File: src/rtl/xop_pkg.sv
package xop_pkg;
    localparam int WORD_W = 16;
    localparam int FLD_W  = 4;
    localparam int NFLD   = WORD_W / FLD_W;
    localparam int IDX_W  = FLD_W + 1;
    localparam int NSLOT  = NFLD - 1;

    typedef logic [FLD_W-1:0] fld_t;

    localparam fld_t FLD_ESC     = '1;
    localparam fld_t FLD_TWO_END = fld_t'((1 << FLD_W) - 2);

    typedef enum logic [1:0] {
        CLS_THREE = 2'd0,
        CLS_TWO   = 2'd1,
        CLS_ONE   = 2'd2,
        CLS_ZERO  = 2'd3
    } cls_e;

    typedef struct packed {
        fld_t num;
        logic vld;
    } slot_t;

    typedef struct packed {
        cls_e                   cls;
        logic [IDX_W-1:0]       idx;
        slot_t [NSLOT-1:0]      slots;
        logic                   bad;
    } dec_t;

    function automatic slot_t use_slot(input fld_t f);
        slot_t s;
        s.num = f;
        s.vld = 1'b1;
        return s;
    endfunction
endpackage

File: src/rtl/xop_fields.sv
module xop_fields
    import xop_pkg::*;
(
    input  logic [WORD_W-1:0] word,
    output fld_t              fld [NFLD],
    output logic              esc [NFLD-1:1]
);
    for (genvar i = 0; i < NFLD; i++) begin : g_fld
        assign fld[i] = word[i*FLD_W +: FLD_W];
    end

    for (genvar i = 1; i < NFLD; i++) begin : g_esc
        assign esc[i] = (fld[i] == FLD_ESC);
    end
endmodule

File: src/rtl/xop_classify.sv
module xop_classify
    import xop_pkg::*;
#(
    parameter int NUM_THREE = 15,
    parameter int NUM_TWO   = 14,
    parameter int NUM_ONE   = 31,
    parameter int NUM_ZERO  = 16
) (
    input  fld_t fld [NFLD],
    input  logic esc [NFLD-1:1],
    output dec_t dec
);
    localparam logic [IDX_W-1:0] ONE_HI_BASE = IDX_W'(1 << FLD_W);

    int limit;

    always_comb begin
        dec   = '0;
        limit = NUM_ZERO;
        if (!esc[3]) begin
            dec.cls      = CLS_THREE;
            dec.idx      = {1'b0, fld[3]};
            dec.slots[0] = use_slot(fld[2]);
            dec.slots[1] = use_slot(fld[1]);
            dec.slots[2] = use_slot(fld[0]);
            limit        = NUM_THREE;
        end else if (fld[2] < FLD_TWO_END) begin
            dec.cls      = CLS_TWO;
            dec.idx      = {1'b0, fld[2]};
            dec.slots[0] = use_slot(fld[1]);
            dec.slots[1] = use_slot(fld[0]);
            limit        = NUM_TWO;
        end else if (!esc[2]) begin
            dec.cls      = CLS_ONE;
            dec.idx      = {1'b0, fld[1]};
            dec.slots[0] = use_slot(fld[0]);
            limit        = NUM_ONE;
        end else if (!esc[1]) begin
            dec.cls      = CLS_ONE;
            dec.idx      = ONE_HI_BASE + {1'b0, fld[1]};
            dec.slots[0] = use_slot(fld[0]);
            limit        = NUM_ONE;
        end else begin
            dec.cls      = CLS_ZERO;
            dec.idx      = {1'b0, fld[0]};
            limit        = NUM_ZERO;
        end

        if (int'(dec.idx) >= limit) begin
            dec.bad   = 1'b1;
            dec.slots = '0;
        end
    end
endmodule

File: src/rtl/xop_stage.sv
module xop_stage
    import xop_pkg::*;
(
    input  logic clk,
    input  logic rst,
    input  logic load,
    input  dec_t d,
    output dec_t q,
    output logic q_new
);
    always_ff @(posedge clk) begin
        if (rst) begin
            q     <= '0;
            q_new <= 1'b0;
        end else begin
            q_new <= load;
            if (load) begin
                q <= d;
            end
        end
    end
endmodule

File: src/rtl/xop_decoder.sv
module xop_decoder
    import xop_pkg::*;
#(
    parameter int NUM_THREE = 15,
    parameter int NUM_TWO   = 14,
    parameter int NUM_ONE   = 31,
    parameter int NUM_ZERO  = 16
) (
    input  logic        clk,
    input  logic        rst,
    input  logic        in_valid,
    input  logic [15:0] in_word,
    output logic        out_valid,
    output logic [1:0]  out_class,
    output logic [4:0]  out_opidx,
    output logic [3:0]  out_reg_a,
    output logic        out_reg_a_vld,
    output logic [3:0]  out_reg_b,
    output logic        out_reg_b_vld,
    output logic [3:0]  out_reg_c,
    output logic        out_reg_c_vld,
    output logic        out_illegal
);
    fld_t fld [NFLD];
    logic esc [NFLD-1:1];
    dec_t dec_d;
    dec_t dec_q;

    xop_fields u_fields (
        .word (in_word),
        .fld  (fld),
        .esc  (esc)
    );

    xop_classify #(
        .NUM_THREE (NUM_THREE),
        .NUM_TWO   (NUM_TWO),
        .NUM_ONE   (NUM_ONE),
        .NUM_ZERO  (NUM_ZERO)
    ) u_classify (
        .fld (fld),
        .esc (esc),
        .dec (dec_d)
    );

    xop_stage u_stage (
        .clk   (clk),
        .rst   (rst),
        .load  (in_valid),
        .d     (dec_d),
        .q     (dec_q),
        .q_new (out_valid)
    );

    assign out_class     = dec_q.cls;
    assign out_opidx     = dec_q.idx;
    assign out_reg_a     = dec_q.slots[0].num;
    assign out_reg_a_vld = dec_q.slots[0].vld;
    assign out_reg_b     = dec_q.slots[1].num;
    assign out_reg_b_vld = dec_q.slots[1].vld;
    assign out_reg_c     = dec_q.slots[2].num;
    assign out_reg_c_vld = dec_q.slots[2].vld;
    assign out_illegal   = dec_q.bad;
endmodule

File: config.mk
export PLATFORM = sky130hd
export DESIGN_NAME = xop_decoder
export DESIGN_NICKNAME = d
export VERILOG_FILES = /design/src/rtl/xop_pkg.sv /design/src/rtl/xop_fields.sv /design/src/rtl/xop_classify.sv /design/src/rtl/xop_stage.sv /design/src/rtl/xop_decoder.sv
export SDC_FILE = /design/constraint.sdc
export NUM_CORES = 1
export LEC_CHECK = 0
export BUFFER_PORTS_ARGS = -buffer_cell sky130_fd_sc_hd__buf_2
export CAP_MARGIN = 20
export CORE_MARGIN = 1
export CORE_UTILIZATION = 44
export CTS_CLUSTER_SIZE = 16
export DETAILED_ROUTE_END_ITERATION = 10
export PLACE_DENSITY = 0.83
export SLEW_MARGIN = 20
export SYNTH_ARGS = -nofsm -noshare
export SYNTH_HDL_FRONTEND = slang
export SYNTH_SLANG_ARGS = --single-unit
File: constraint.sdc
create_clock -name clk -period 1.8 [get_ports clk]
set_input_delay 0.09 -clock clk [delete_from_list [all_inputs] [get_ports clk]]
set_output_delay 0.09 -clock clk [all_outputs]
set_load 0.005 [all_outputs]
==> results, run 1 <==
- Leaving out fill and tap cells, the most frequent cells in the layout are 42 x buf_2, 31 x buf_4, 24 x dfxtp_1.
- The core region is 0.00276 mm².
- The initialized floorplan defines 19 standard-cell rows.
- The floorplan die area is 0.00313 mm².
- The share of the synthesized area in the top cell type is 0.375.
- The detail-routed via count per cell is 5.67.
- The fraction of the mapped netlist area in compound gates is 0.262.
- For this configuration, the core starts out at a cell density of 0.464.
- The highest attainable clock frequency is 578 MHz.
- The worst register-to-register path begins at u_stage.q[10].
- The pin count of the biggest net entering global routing is 16.
- Synthesis produced a netlist whose cell count is 148.
- Setup repair after global routing could not meet its margin everywhere.
- The global-route wire length before repair is 5.70 mm.
- The floorplan die width is 55.9 µm.
- For the worst setup path, the data required time is 2040 ps.
- The number of fillers in the final layout is 254.
- The worst hold path passes through 3 cells.
- The adder and majority gate portion of the synthesized area is 0.0489.
- In the finished design, the share of the clock period the worst path needs comes to 0.961.
- 43 I/O pins were placed.
- The number of pins with negative max-slew slack in the final report is 0.
- The detailed-route via count is 1407.
- Of the cells placed in the final design, the portion with a size suffix greater than 1 is 0.410.
- Yosys attributes the largest share of cell area to dfxtp_1 38%, nand2_1 6.7%, ha_1 4.9%.
- The TritonCTS buffer count is 3.
- Among all flip-flop cells after synthesis, the most frequent one is dfxtp_1.
- The footprint of the multi-input gates is 797 µm².
- Of the post-synthesis cell area, the part taken by muxes is 0.00782.
- The fraction of synthesized cell area in xor and xnor cells is 0.
- The class of the worst hold path is in2reg.
- Clock-pin slew was measured on the worst setup and hold paths at 130 ps.
- The residual antenna-violating net count after detailed routing is 0.
- The main combinational cell family by area after synthesis is compound AO/OA/AOI/OAI gates.
- The antenna diode count is 0.
- The count of unique library cells instantiated by Yosys is 42.
- The category of the worst setup path capture point is a register.
- The layout overhead on the synthesized area is 40.1%.
- The total negative slack for setup checks is 0 ps.
- Of the total synthesized cell area, the portion taken by AND, OR, NAND and NOR gates is 0.256.
- The synthesized net count is 172.
- Of all cell types, the one taking the most synthesized area is dfxtp_1.
- The reg-to-reg endpoint is u_stage.q[10].
- The combined area of all synthesized cells is 0.00128 mm².
- STA puts the critical path data arrival time at 1970 ps.
- For this run, the register share of the synthesized area comes to 0.375.
- The total overflow left after global routing is 0.
- The reg2reg setup slack is 940 ps.
- The DRC marker count from the first detailed-route iteration is 58.
- The number of buffer cells added on primary ports is 42.
- The cell at the root of the clock tree is clkbuf_4.
- For the pin with the worst max-slew slack, the measured transition is 889 ps.
- The critical path is of the in2reg type.
- The HPWL after detailed placement is 2.58 mm.
- The later pin in the worst-skew pair is clocked with a latency of 320 ps.
- The clock arrives with 0 ps of skew.
- The storage element area is 480 µm².
- The total number of clock tree sinks is 24.
- STA classifies the critical path startpoint as a primary input.
- Leaving out fill and tap cells, the most frequent cell in the layout is buf_2.
- Routability-driven placement finished with a final weighted congestion of 0.961.
- Measured against its own limit, the worst slew margin works out to 0.405.
- The launch point of the critical path is in_word[14].
- The number of nets in the layout is 243.
- Across the run, the number of max-cap violations was 0.
- After detailed routing, the average wire length per cell comes to 14.4 µm.
- The worst-case vdd ir drop is 480 µV.
- The flop and latch count out of synthesis is 24.
- The vertical extent of the die is 55.9 µm.
- The flow ran to the end, and the final reports show no timing, DRC or antenna violations.
- The via count of the first global-routing pass came to 1315.
- The leakage dissipation is 0.000866 µW.
- The count of cells along the worst register-to-register path is 4.
- The number of optimization iterations in the first detailed-route pass is 4.
- The clock tree from TritonCTS is done.
- The overall fraction of global-route tracks in use is 0.224.
- In this run the number of H-tree levels came out at 1.
- The number of warnings issued by yosys is 0.
- The shortest period the worst path allows is 1730 ps.
- Power spread over the standard cell area amounts to 594 mW/mm².
- The DRC violation count after routing is 0.
- The number of hold-slack violations in the final timing report came to 0.
- The routed design has 3.57 mm of wire.
- In this run the worst path has a maximum fanout of 5.
- The setup violation total in the final timing report is 0.
- The synthesized design contains 0 enable-type register cells.
- The number of antenna violations at the first check in global routing is 0.
- The timing endpoint of the critical path is u_stage.q[1].
- The clock passes through at most 2 buffers.
- The sum of internal, switching and leakage power is 1060 µW.
- The average size of a mapped cell is 8.65 µm².
- For this run, asynchronously set or reset flops after synthesis account for 0.
-- through the flow --
step	instances	instance area [µm²]	utilization	hold WS [ps]	setup WS (ps)
floorplan	148	1290	-	230	10.6
global placement	243	1710	0.619	382	-264
detailed placement	243	1710	0.619	387	-300
CTS	246	1730	0.627	63.8	25.3
global route	248	1790	0.650	67.8	-39.8
finish	248	1790	0.650	58.5	71.1
-- layout make-up --
class | instances | area share
inverters | 3 | 0.00628
well taps | 31 | 0.0216
clock buffers | 3 | 0.0126
flip-flops and latches | 24 | 0.268
multi-input cells | 114 | 0.445
repair buffers | 73 | 0.247
-- metal layers --
layer  global-route usage  wire length (µm)  vias up
li1                     -                 -      691
met2                0.389              1670       76
met3               0.0326               304       13
met1                0.278              1510      627
met4               0.0906                82        0
met5                    0                 0        -
-- flip-flops by register name (all words and copies together), names as in the netlist --
name,count
u_stage.q,23
u_stage.q_new,1
-- report_power, final --
part	internal (µW)	switching (µW)	leakage [µW]
sequential	564	14.6	0.000198
clock	78.5	155	0.0000138
combinational	120	133	0.000655
-- worst max-delay path, stage by stage --
cell	delay [ps]
buf_2	120
nand4_1	240
nand2_1	150
nand3_1	140
ha_1	360
a21o_1	200
a31oi_4	230
o21ai_1	190
o31ai_1	240
-- how the worst min path moves through the flow --
stage / from / endpoint / slack [ps]
after floorplan: in_word[0] / u_stage.q[12] / 230
after global placement: in_word[1] / u_stage.q[13] / 380
after detailed placement: in_word[12] / u_stage.q[16] / 390
after CTS: in_word[1] / u_stage.q[13] / 60
after global routing: in_word[12] / u_stage.q[16] / 70
final: in_word[1] / u_stage.q[13] / 60
-- cells by family after synthesis --
group           count (synthesis)
fa+ha+maj                       5
mux                             1
simple gates                   64
buf+inv                        11
flops                          24
compound gates                 43
-- synthesized netlist by cell type (2+ instances only) --
library cell	number
dfxtp_1	24
nand2_1	23
o21ai_0	11
nand3_1	8
nor2_1	7
o31ai_1	6
buf_2	5
ha_1	5
and2_1	4
and3_1	4
nand2b_1	4
a21oi_1	3
a22oi_1	3
a311oi_1	3
inv_1	3
nand4_1	3
a21o_1	2
a22o_1	2
buf_6	2
nand3b_1	2
nor3b_1	2
o211ai_1	2
-- timing repair --
| action | CTS | global route |
|---|---|---|
| resized for setup | 0 | 8 |
| endpoints found under the hold margin | 0 | 0 |
| hold buffers | 0 | 0 |
| setup endpoints to repair | 0 | 15 |
| buffers inserted | 0 | 1 |
(Power assumes the default switching activity.)
==> run 2: changes to the inputs <==
--- a/config.mk
+++ b/config.mk
@@ -8,10 +8,11 @@
 export BUFFER_PORTS_ARGS = -buffer_cell sky130_fd_sc_hd__buf_2
 export CAP_MARGIN = 20
 export CORE_MARGIN = 1
-export CORE_UTILIZATION = 44
+export CORE_UTILIZATION = 46
+export CTS_BUF_LIST = sky130_fd_sc_hd__clkbuf_4
 export CTS_CLUSTER_SIZE = 16
 export DETAILED_ROUTE_END_ITERATION = 10
-export PLACE_DENSITY = 0.83
+export PLACE_DENSITY = 0.86
 export SLEW_MARGIN = 20
 export SYNTH_ARGS = -nofsm -noshare
 export SYNTH_HDL_FRONTEND = slang
==> results, run 2 (synthesis results as in run 1) <==
- The number of pins with negative max-slew slack in the final report is 0.
- The via count of the first global-routing pass is 1296.
- Of the total power, the share spent switching nets is 0.281.
- The type of the worst setup path is in2reg.
- Walking the worst path, the cells encountered are buf_2 > nand3_1 > o31ai_1 > nand3_1 > ha_1 > a21o_1 > a31oi_4 > o211ai_4 > o31ai_2.
- The buffering stage count on the worst path with inverters included is 1.
- The routed layout has 1386 vias.
- For this configuration, the core starts out at a cell density of 0.503.
- Leaving out fill and tap cells, the most frequent cell in the layout is buf_2.
- The routability congestion estimate from global placement is 0.923.
- The detail-routed via count per cell is 5.70.
- STA puts the critical path data required time at 2030 ps.
- The met3 track demand over resource in global routing is 0.0361.
- The layout has 222 filler cells.
- Of the total power, the clock network draws 0.221.
- VDD sags by at most 525 µV.
- In this run the remaining antenna-violating nets after routing total 0.
- The die is 54.8 µm tall.
- The number of flip-flops under the largest register name is 23.
- The launch point of the critical path is in_word[4].
- The total congestion overflow is 0.
- The core region is 0.00254 mm².
- The number of hold-slack violations in the final timing report is 0.
- Buffers placed on the I/O ports in this run total 42.
- For this run, global-route usage on met2 was measured as 0.476.
- After floorplanning, the core was divided into 18 placement rows.
- The footprint of the multi-input gates is 774 µm².
- STA classifies the critical path startpoint as a primary input.
- The longest clock path from root to sink contains 2 buffers.
- Of the available clock period, the critical path in the final layout requires 0.979.
- The number of antenna violations at the first check in global routing was 0.
- The internal power of the cells totals 757 µW.
- The floorplan die width is 54.8 µm.
- In the layout the commonest cells are 42 x buf_2, 28 x buf_4, 24 x dfxtp_1.
- Clock latency on the worst-skew pair, taken at its later pin, is 320 ps.
- The final non-filler cell total is 243.
- The peak per-stage delay on the critical path is 360 ps.
- The startpoint identified for the worst hold timing path is rst.
- The floorplan die area is 0.00300 mm².
- After detailed routing, the average wire length per cell comes to 14.4 µm.
- The cell family contributing the most delay on the critical path is compound AO/OA/AOI/OAI gates.
- The slowest stage of the critical path is the ha_1 cell.
- The combinational share of power is 0.228.
- The clock transition at the registers of the reported paths is 130 ps.
- The shortest period the worst path allows is 1760 ps.
- The final wirelength is 3.51 mm.
- The met1 usage in global routing is 0.298.
- The share of total power dissipated in sequential elements is 0.550.
- The largest registers in the layout are u_stage.q: 23 flops, u_stage.q_new: 1 flops.
- The total number of clock tree sinks is 24.
- Counting tap cells, the placed design contains a total of 240 instances.
- The number of clock buffers added by TritonCTS is 3.
- The transition time at the pin with the least slew margin is 998 ps.
- The class of the worst hold path is in2reg.
- Setup repair after global routing could not meet its margin everywhere.
- The DRC violation count after routing is 0.
- The DRC marker count from the first detailed-route iteration is 22.
- The cell sitting at the root of the clock tree is a clkbuf_4.
- The total power density per cell area is 602 mW/mm².
- CTS built an H-tree with a depth of 1.
- The smallest hold slack is 40.0 ps.
- The final setup skew is 0 ps.
- The worst setup path is captured at a register.
- In this run the critical register-to-register path is launched from u_stage.q[10].
- The setup violation total in the final timing report is 0.
- The max-cap check violation count is 0.
- For this design the static power due to leakage is 0.000849 µW.
- Entering global routing, the biggest net connects 16 pins.
- For this run, the detailed router's first-pass iteration total came to 4.
- The signal arrival time at the worst endpoint is 1990 ps.
- In this run the worst path has a maximum fanout of 12.
- Ranked by flip-flop count, first place goes to u_stage.q.
- The power spent charging and discharging nets is 296 µW.
- The global-route wire length before repair is 5.61 mm.
- The number of primary I/O pins is 43.
- Detailed placement ended at an HPWL of 2.81 mm.
- The antenna diode count is 0.
- The sum of internal, switching and leakage power is 1050 µW.
- The overall fraction of global-route tracks in use is 0.260.
- From synthesis to final layout, the design area changed by 36.5%.
- The critical path's most frequent cell is nand3_1.
- TritonCTS built the clock tree.
- Headroom to the max-slew limit came out at 0.332.
- The final layout contains 239 nets.
- Summing all flip-flop and latch instances after layout gives 480 µm².
- met2 is the most crowded layer.
- The fraction of layout instances using a drive strength above 1 is 0.394.
- Based on the critical path, the design can be clocked at up to 568 MHz.
- Once the clock tree was built, the setup fixing pass inserted 0 buffers.
- The flow ran to the end, and the final reports show no timing, DRC or antenna violations.
## run 2: final timing paths
kind / endpoint / slack (ps) / depth (start not counted)
worst max register to register: u_stage.q[10] / 960 / 4
worst max-delay path: u_stage.q[2] / 40 / 9
worst min register to register: u_stage.q[3] / 470 / 2
worst min-delay path: u_stage.q[21] / 40 / 2
## run 2: timing repair
item / CTS / global route
hold endpoints to repair: 0 / 0
gates resized for setup: 0 / 6
endpoints found under the setup margin: 2 / 16
hold buffers: 0 / 0
## run 2: layout make-up
cell class / instances / share of cell area
Timing Repair Buffer: 70 / 0.241
Multi-Input combinational cell: 113 / 0.443
Sequential cell: 24 / 0.275
Clock buffer: 3 / 0.0129
Tap cell: 30 / 0.0215
Inverter: 3 / 0.00645
## run 2: power groups by stage
stage | clock (µW) | sequential (µW) | combinational (µW)
final | 233 | 579 | 240
after floorplan | 0 | 594 | 104
after global placement | 0 | 589 | 218
after CTS | 237 | 579 | 227
after global routing | 256 | 584 | 265
after detailed placement | 0 | 591 | 226
## run 2: stage by stage
step,setup slack [ps],instance area [µm²],utilization,TNS [ps]
finish,38.5,1750,0.686,0
global route,-13.8,1750,0.686,-14.4
CTS,-13.1,1710,0.673,-17.8
detailed placement,-332,1690,0.664,-4150
global placement,-202,1690,0.664,-2620
floorplan,10.6,1290,-,0
## run 2: worst reg2reg max path: cells and delay by family, from the launching register on
kind / cells / cell delay (ps)
DFF: 1 / 350
and+or+nand+nor: 1 / 80
AOI/OAI and AO/OA: 3 / 350
## run 2: routing by layer
metal	vias up	wire [µm]
met5	-	0
met4	0	51
met3	11	200
met2	57	1750
met1	636	1510
li1	682	-
